`config.mk`:
```
export PLATFORM = sky130hd
export DESIGN_NAME = can_stuff_codec
export DESIGN_NICKNAME = d
export VERILOG_FILES = /design/src/rtl/can_stuff_pkg.sv /design/src/rtl/can_run_track.sv /design/src/rtl/can_stuff_tx.sv /design/src/rtl/can_stuff_rx.sv /design/src/rtl/can_stuff_codec.sv
export SDC_FILE = /design/constraint.sdc
export NUM_CORES = 1
export LEC_CHECK = 0
export BUFFER_PORTS_ARGS = -buffer_cell sky130_fd_sc_hd__buf_2
export CORE_MARGIN = 4
export CORE_UTILIZATION = 40
export DETAILED_ROUTE_END_ITERATION = 8
export GPL_TIMING_DRIVEN = 0
export PLACE_DENSITY_LB_ADDON = 0.25
export SYNTH_ARGS = -nofsm -noshare
export SYNTH_HDL_FRONTEND = slang
export SYNTH_SLANG_ARGS = --single-unit
```
`constraint.sdc`:
```
create_clock -name clk -period 2.7 [get_ports clk]
set_input_delay 0.135 -clock clk [delete_from_list [all_inputs] [get_ports clk]]
set_output_delay 0.135 -clock clk [all_outputs]
set_load 0.01 [all_outputs]
```
`src/rtl/can_stuff_pkg.sv`:
```
// Shared constants and types for the CAN bit stuffing codec.
// Assumes: dominant is logic 0, recessive is logic 1.
package can_stuff_pkg;
    localparam int RUN_LEN_DEFAULT = 5;

    typedef enum logic {
        LVL_DOMINANT  = 1'b0,
        LVL_RECESSIVE = 1'b1
    } line_lvl_e;
endpackage

```
`src/rtl/can_run_track.sv`:
```
// Run tracker: counts equal consecutive line bits in a stuffed region and
// flags when the next bit on the line is a stuff bit.
// Assumes: stb is a single-cycle pulse; line_bit is the bit that is on the
// line for this strobe (a stuff bit included).
module can_run_track
    import can_stuff_pkg::*;
#(
    parameter int RUN_LEN = RUN_LEN_DEFAULT
) (
    input  logic clk,
    input  logic rst_n,
    input  logic stb,
    input  logic en,
    input  logic line_bit,
    output logic stuff_due,
    output logic last_bit
);
    localparam int CNT_W = $clog2(RUN_LEN + 1);
    localparam logic [CNT_W-1:0] RUN_MAX = CNT_W'(RUN_LEN);
    localparam logic [CNT_W-1:0] RUN_ONE = CNT_W'(1);

    logic [CNT_W-1:0] run_cnt;

    assign stuff_due = (run_cnt == RUN_MAX);

    // Update the run length and the previous level at each strobe; clear while disabled.
    always_ff @(posedge clk) begin
        if (!rst_n) begin
            run_cnt  <= '0;
            last_bit <= logic'(LVL_RECESSIVE);
        end else if (stb) begin
            last_bit <= line_bit;
            if (stuff_due) begin
                run_cnt <= en ? RUN_ONE : '0;
            end else if (en) begin
                run_cnt <= (run_cnt != '0 && line_bit == last_bit) ? run_cnt + RUN_ONE : RUN_ONE;
            end else begin
                run_cnt <= '0;
            end
        end else if (!en && !stuff_due) begin
            run_cnt <= '0;
        end
    end

    AST_NO_OVERFLOW: assert property (@(posedge clk) disable iff (!rst_n)
        run_cnt <= RUN_MAX);
    AST_DISABLED_NO_DUE: assert property (@(posedge clk) disable iff (!rst_n)
        (!en && !stb && !stuff_due) |=> !stuff_due);
endmodule

```
`src/rtl/can_stuff_tx.sv`:
```
// Transmit encoder: copies frame bits to the NRZ line and inserts a stuff
// bit after each run of RUN_LEN equal bits in a stuffed region.
// Assumes: the source keeps tx_bit and en steady while tx_ready is low.
module can_stuff_tx
    import can_stuff_pkg::*;
#(
    parameter int RUN_LEN = RUN_LEN_DEFAULT
) (
    input  logic clk,
    input  logic rst_n,
    input  logic bit_stb,
    input  logic tx_bit,
    input  logic tx_stuff_en,
    output logic tx_ready,
    output logic tx_line
);
    logic stuff_due;
    logic last_bit;
    logic line_nxt;

    // Choose between the stuff bit and the frame bit for this strobe.
    assign line_nxt = stuff_due ? ~last_bit : tx_bit;
    assign tx_ready = ~stuff_due;

    can_run_track #(.RUN_LEN(RUN_LEN)) u_track (
        .clk       (clk),
        .rst_n     (rst_n),
        .stb       (bit_stb),
        .en        (tx_stuff_en),
        .line_bit  (line_nxt),
        .stuff_due (stuff_due),
        .last_bit  (last_bit)
    );

    // Hold the line level for the whole bit time.
    always_ff @(posedge clk) begin
        if (!rst_n) begin
            tx_line <= logic'(LVL_RECESSIVE);
        end else if (bit_stb) begin
            tx_line <= line_nxt;
        end
    end

    AST_STUFF_INVERTS: assert property (@(posedge clk) disable iff (!rst_n)
        (bit_stb && !tx_ready) |=> (tx_line == !$past(tx_line)));
    AST_STALL_SINGLE: assert property (@(posedge clk) disable iff (!rst_n)
        (bit_stb && !tx_ready) |=> tx_ready);
    AST_LINE_HOLD: assert property (@(posedge clk) disable iff (!rst_n)
        !bit_stb |=> $stable(tx_line));
endmodule

```
`src/rtl/can_stuff_rx.sv`:
```
// Receive decoder: removes stuff bits from the sampled line stream and
// reports a stuff error when the bit after a full run does not toggle.
// Assumes: en reflects the field of the bit sampled at the same strobe.
module can_stuff_rx
    import can_stuff_pkg::*;
#(
    parameter int RUN_LEN = RUN_LEN_DEFAULT
) (
    input  logic clk,
    input  logic rst_n,
    input  logic bit_stb,
    input  logic rx_line,
    input  logic rx_stuff_en,
    output logic rx_data,
    output logic rx_valid,
    output logic rx_stuff_err
);
    logic stuff_due;
    logic last_bit;

    can_run_track #(.RUN_LEN(RUN_LEN)) u_track (
        .clk       (clk),
        .rst_n     (rst_n),
        .stb       (bit_stb),
        .en        (rx_stuff_en),
        .line_bit  (rx_line),
        .stuff_due (stuff_due),
        .last_bit  (last_bit)
    );

    // Emit a data bit or drop a stuff bit at each strobe; pulses last one cycle.
    always_ff @(posedge clk) begin
        if (!rst_n) begin
            rx_data      <= logic'(LVL_RECESSIVE);
            rx_valid     <= 1'b0;
            rx_stuff_err <= 1'b0;
        end else if (bit_stb) begin
            if (stuff_due) begin
                rx_valid     <= 1'b0;
                rx_stuff_err <= (rx_line == last_bit);
            end else begin
                rx_data      <= rx_line;
                rx_valid     <= 1'b1;
                rx_stuff_err <= 1'b0;
            end
        end else begin
            rx_valid     <= 1'b0;
            rx_stuff_err <= 1'b0;
        end
    end

    AST_ERR_EXCLUSIVE: assert property (@(posedge clk) disable iff (!rst_n)
        rx_stuff_err |-> !rx_valid);
    AST_RX_PULSE: assert property (@(posedge clk) disable iff (!rst_n)
        !bit_stb |=> (!rx_valid && !rx_stuff_err));
endmodule

```
`src/rtl/can_stuff_codec.sv`:
```
// CAN bit stuffing codec top: transmit encoder and receive decoder that share
// one bit-time strobe.
// Assumes: bit_stb is a single-cycle pulse with at least one idle cycle between strobes.
module can_stuff_codec
    import can_stuff_pkg::*;
#(
    parameter int RUN_LEN = RUN_LEN_DEFAULT
) (
    input  logic clk,
    input  logic rst_n,
    input  logic bit_stb,
    input  logic tx_bit,
    input  logic tx_stuff_en,
    output logic tx_ready,
    output logic tx_line,
    input  logic rx_line,
    input  logic rx_stuff_en,
    output logic rx_data,
    output logic rx_valid,
    output logic rx_stuff_err
);
    can_stuff_tx #(.RUN_LEN(RUN_LEN)) u_tx (
        .clk         (clk),
        .rst_n       (rst_n),
        .bit_stb     (bit_stb),
        .tx_bit      (tx_bit),
        .tx_stuff_en (tx_stuff_en),
        .tx_ready    (tx_ready),
        .tx_line     (tx_line)
    );

    can_stuff_rx #(.RUN_LEN(RUN_LEN)) u_rx (
        .clk          (clk),
        .rst_n        (rst_n),
        .bit_stb      (bit_stb),
        .rx_line      (rx_line),
        .rx_stuff_en  (rx_stuff_en),
        .rx_data      (rx_data),
        .rx_valid     (rx_valid),
        .rx_stuff_err (rx_stuff_err)
    );
endmodule

```
# After elaboration in Yosys (flattened, before gate mapping)
# Index checks and enable logic that the tools add are counted.
# totals
inputBits	7
register_bits	11
out_inout_bits	5
# op_classes
add_sub_neg	2
n_eq_ne	4
n_reduce_logical	15
mux	14
n_bitwise	3
# ops
operator	n
2-to-1 mux 3 bit	10
adder 3 x 1 -> 3 bit, second input constant	2
== test 3 bit, second input constant	2
nonzero test 3 bit	2
logical AND 1 bit	4
logical NOT 1 bit	4
2-to-1 mux 1 bit	4
AND reduction 2 bit	2
nonzero test 2 bit	2
NOT 1 bit	3
AND reduction 3 bit	1
== test 1 bit	2

# Longest topological paths before layout
# depth
word_depth	8
mapped_depth	5
depth_no_buf	5

# By module
# Synthesis repeated with hierarchy kept, for this count alone.
# unflattened
cells_unflattened	74
hier_area_um2	700.7
# modules_own_cells
mod	n_inst	area_each_um2	cells_each
can_run_track	2	257.7	28
can_stuff_rx	1	113.9	11
can_stuff_tx	1	71.3	7

# Worst setup path after synthesis
# Ideal clock, no wire load.
# synth_path
path_kind	reg2reg
start	reg u_rx.u_track.run_cnt[1]
end	reg u_rx.u_track.run_cnt[0]
synth_period_minus_slack_ns	1.281
stages_incl_launch_ff	6
required_time_ns	2.574
slack_ns	1.419
path_buffers	0
setup_time_ns	0.126
t_arrival_ns	1.155
cell_sequence	dfxtp_1 inv_1 ha_1 and2_4 o41ai_1 a21oi_1
# synth_via
elab_chain_len	6
word_cells_on_any_way	10
cone_classes	eq/ne (1); mux (4); reduce/logical (5)
# synth_lines
element	line	text
start, declared	can_run_track.sv:22	logic [CNT_W-1:0] run_cnt;
start signal, assigned	can_run_track.sv:34	run_cnt <= en ? RUN_ONE : '0;
start signal, assigned	can_run_track.sv:36	run_cnt <= (run_cnt != '0 && line_bit == last_bit) ? run_cnt + RUN_ONE : RUN_ONE;
nonzero test 3 bit	can_run_track.sv:36	
logical AND 1 bit	can_run_track.sv:36	
2-to-1 mux 3 bit	can_run_track.sv:36	
2-to-1 mux 3 bit	can_run_track.sv:35	end else if (en) begin
2-to-1 mux 3 bit	can_run_track.sv:33	if (stuff_due) begin
2-to-1 mux 3 bit	can_run_track.sv:31	end else if (stb) begin
# Several ways; a longest one is shown, not always the timed one.
# A chain may end at the register's enable or synchronous reset.

# Worst setup path after layout
# Same ends and word-level chain as after synthesis.

==> impl_metrics.json <==
{
  "slew_headroom": 0.8061,
  "timing.rr.start": "u_rx.u_track.run_cnt[1]",
  "root_buffer": "clkbuf_4",
  "path_buf_inv": 1,
  "peakVddDrop_v": 0.0002322,
  "max_freq_ghz": 0.7175,
  "drc_errors": 0,
  "postSynthAreaPerCell_um2": 8.942,
  "grt_max_degree": 11,
  "hold_path_class": "in2reg",
  "die_width_um": 46.99,
  "period_minus_slack_ns": 1.394,
  "netlist.top_cell.by_area": "dfxtp_1",
  "critPathLaunch": "u_rx.u_track.run_cnt[1]",
  "core_mm2": 0.001366,
  "setup_violations": 0,
  "fin_ws_ns": 1.306,
  "syn_area_um2": 608.1,
  "yosysTopAreaCellShare": 0.3621,
  "hold_buffers": 0,
  "p_leak_nw": 0.3213,
  "first_pass_iters": 2,
  "clock_path_buffers": 2,
  "die_height_um": 46.99,
  "rsz0062_at_grt": "no",
  "synth_nets": 81,
  "synth_warnings": 0,
  "cts_buffers": 3,
  "dieArea_mm2": 0.002208,
  "slew_viol_final": 0,
  "arrival_ns": 1.54,
  "vias_per_cell": 5.296,
  "fin_tns_setup_ns": 0,
  "cpPeakStageDelay_ns": 0.36,
  "start_kind": "register",
  "ant_nets": 0,
  "antenna_found_initial": 0,
  "r2r_end": "u_rx.u_track.run_cnt[0]",
  "final_nets": 97,
  "start_util": 0.4451,
  "routedWlPerCell_um": 12.44,
  "io-pin-count": 12,
  "io_buffers": 11,
  "synthCells": 68,
  "p_sw_mw": 0.08140,
  "setup.worst_path.end": "u_rx.u_track.run_cnt[0]",
  "post-cts-setup-buffers": 0,
  "p_int_mw": 0.2395,
  "area_delta_synth_final_pct": 16.46,
  "status": "complete, no violations",
  "path_cells": "inv_1, ha_1, and2_4, o41ai_1, a21oi_1",
  "grt-ovfl-total": 0,
  "cts.sinks": 11,
  "path_depth": 5,
  "dp_hpwl_um": 933.5,
  "ys.flop_type": "dfxtp_1",
  "pwr-share-clk": 0.351,
  "finalHoldViolCount": 0,
  "grt_use_total": 0.1366,
  "path_class": "reg2reg",
  "yosysSeqAreaShare": 0.3621,
  "tightestPinTransition_ns": 0.2898,
  "ff2ff_setup_slack_ns": 1.31,
  "diodes": 0,
  "drtIter0Drc": 6,
  "routed_wl_um": 1219,
  "grt_pass1_vias": 486,
  "ys_types": 30,
  "seqPwrFrac": 0.531,
  "yosys-top-cells-area": "dfxtp_1 36%, ha_1 12%, xor2_1 4.3%",
  "maxCapViolCount": 0,
  "period_share": 0.5162,
  "async_flop_share": 0,
  "num_rows": 13,
  "final_layout_size_suffix_gt1_frac": 0.2289,
  "grt_pass1_wl_um": 2097,
  "synth_common_cells": "11 x dfxtp_1, 6 x ha_1, 5 x inv_1, 5 x nand2_1",
  "ys_ff_latch": 11,
  "crit_required_ns": 2.84,
  "post_cts_resized": 0,
  "fin_skew_ns": 0.005512,
  "swShare": 0.2536,
  "dp_slack_ns": 1.314,
  "cp_max_fo": 4,
  "crit_family": "compound AO/OA/AOI/OAI gates",
  "cts_tree": "built",
  "synth_edf_count": 0,
  "cp-end-kind": "register",
  "routabilityCongestion": 0.7279,
  "cts_max_level": 1,
  "power_density_mw_per_mm2": 453.2,
  "combinationalPowerShare": 0.118,
  "path_clk_slew_ns": 0.08,
  "post-synth-top-count-cell": "dfxtp_1",
  "routed-via-count": 519,
  "clk_latency_ns": 0.26,
  "cp_slowest_cell": "dfxtp_1",
  "finalCoreUtilization": 0.5183,
  "r2r_cells": 5
}
cell type report:
class	count	area, um^2
buffer	2	10.01
sequential	11	220.2
fill	135	658.1
timing repair buffer	11	55.05
multi-input combinational	50	359.1
clock buffer	4	26.28
inverter	5	18.77
tap	15	18.77
cells by family after synthesis:
| group | share of synthesized area |
|---|---|
| mux | 0.01646 |
| flops | 0.3621 |
| compound gates | 0.2017 |
| buf+inv | 0.04733 |
| fa+ha+maj | 0.1235 |
| xor+xnor | 0.05762 |
| simple gates | 0.1914 |
per-stage QoR:
stage / total power [mW] / area, um^2 / hold slack [ns] / std cells
global placement: 0.2115 / 681.9 / 0.3970 / 94
finish: 0.3209 / 708.2 / 0.1230 / 98
CTS: 0.3274 / 708.2 / 0.1189 / 98
floorplan: 0.1970 / 608.1 / 0.2630 / 68
detailed placement: 0.2123 / 681.9 / 0.3992 / 94
global route: 0.3408 / 708.2 / 0.1618 / 98
power by group through the flow:
stage / Clock (mW) / Sequential [mW] / Combinational, mW
after CTS: 0.119 / 0.170 / 0.0383
after global placement: 0 / 0.174 / 0.0376
final: 0.113 / 0.170 / 0.0379
after floorplan: 0 / 0.175 / 0.0220
after detailed placement: 0 / 0.174 / 0.0380
after global routing: 0.125 / 0.171 / 0.0443
placed cells by master (no fill, tap or decap), drive strengths merged, types with 3 or more instances in the layout:
master	Yosys	routed
a21oi	4	4
nand4	3	3
inv	5	5
o21ai	4	4
dfxtp	11	11
xor2	3	3
clkbuf	0	4
nor2	4	4
nor3	3	3
nand2	5	5
buf	2	13
ha	6	6
sequential cells by signal, indices dropped and copies added (netlist names):
| signal | cells |
|---|---|
| u_rx.u_track.run_cnt | 3 |
| u_tx.u_track.run_cnt | 3 |
| u_rx.rx_data | 1 |
| u_rx.rx_stuff_err | 1 |
| u_rx.rx_valid | 1 |
| u_rx.u_track.last_bit | 1 |
| u_tx.tx_line | 1 |
worst min-delay path, stage by stage:
cell and delay, ns:
buf_2 0.11, mux2i_1 0.07, nand2_1 0.05
layer usage:
metal	part of all wire	track usage	vias up
li1	-	-	278
met1	0.50	0.1831	231
met2	0.44	0.2033	8
met3	0.051	0.03448	2
met4	0.011	0.06630	0
met5	0	0	-
how the worst min path moves through the flow:
stage | start | to | slack (ns) | depth (start not counted)
2_1_floorplan | rx_line | u_rx.u_track.last_bit | 0.26 | 2
3_3_place_gp | rx_line | u_rx.u_track.last_bit | 0.40 | 3
3_5_place_dp | rx_line | u_rx.u_track.last_bit | 0.40 | 3
4_1_cts | rx_line | u_rx.u_track.last_bit | 0.12 | 3
5_1_grt | rx_line | u_rx.u_track.last_bit | 0.16 | 3
6_report | rx_line | u_rx.u_track.last_bit | 0.12 | 3
No activity file was read; power rests on OpenSTA's default activity.
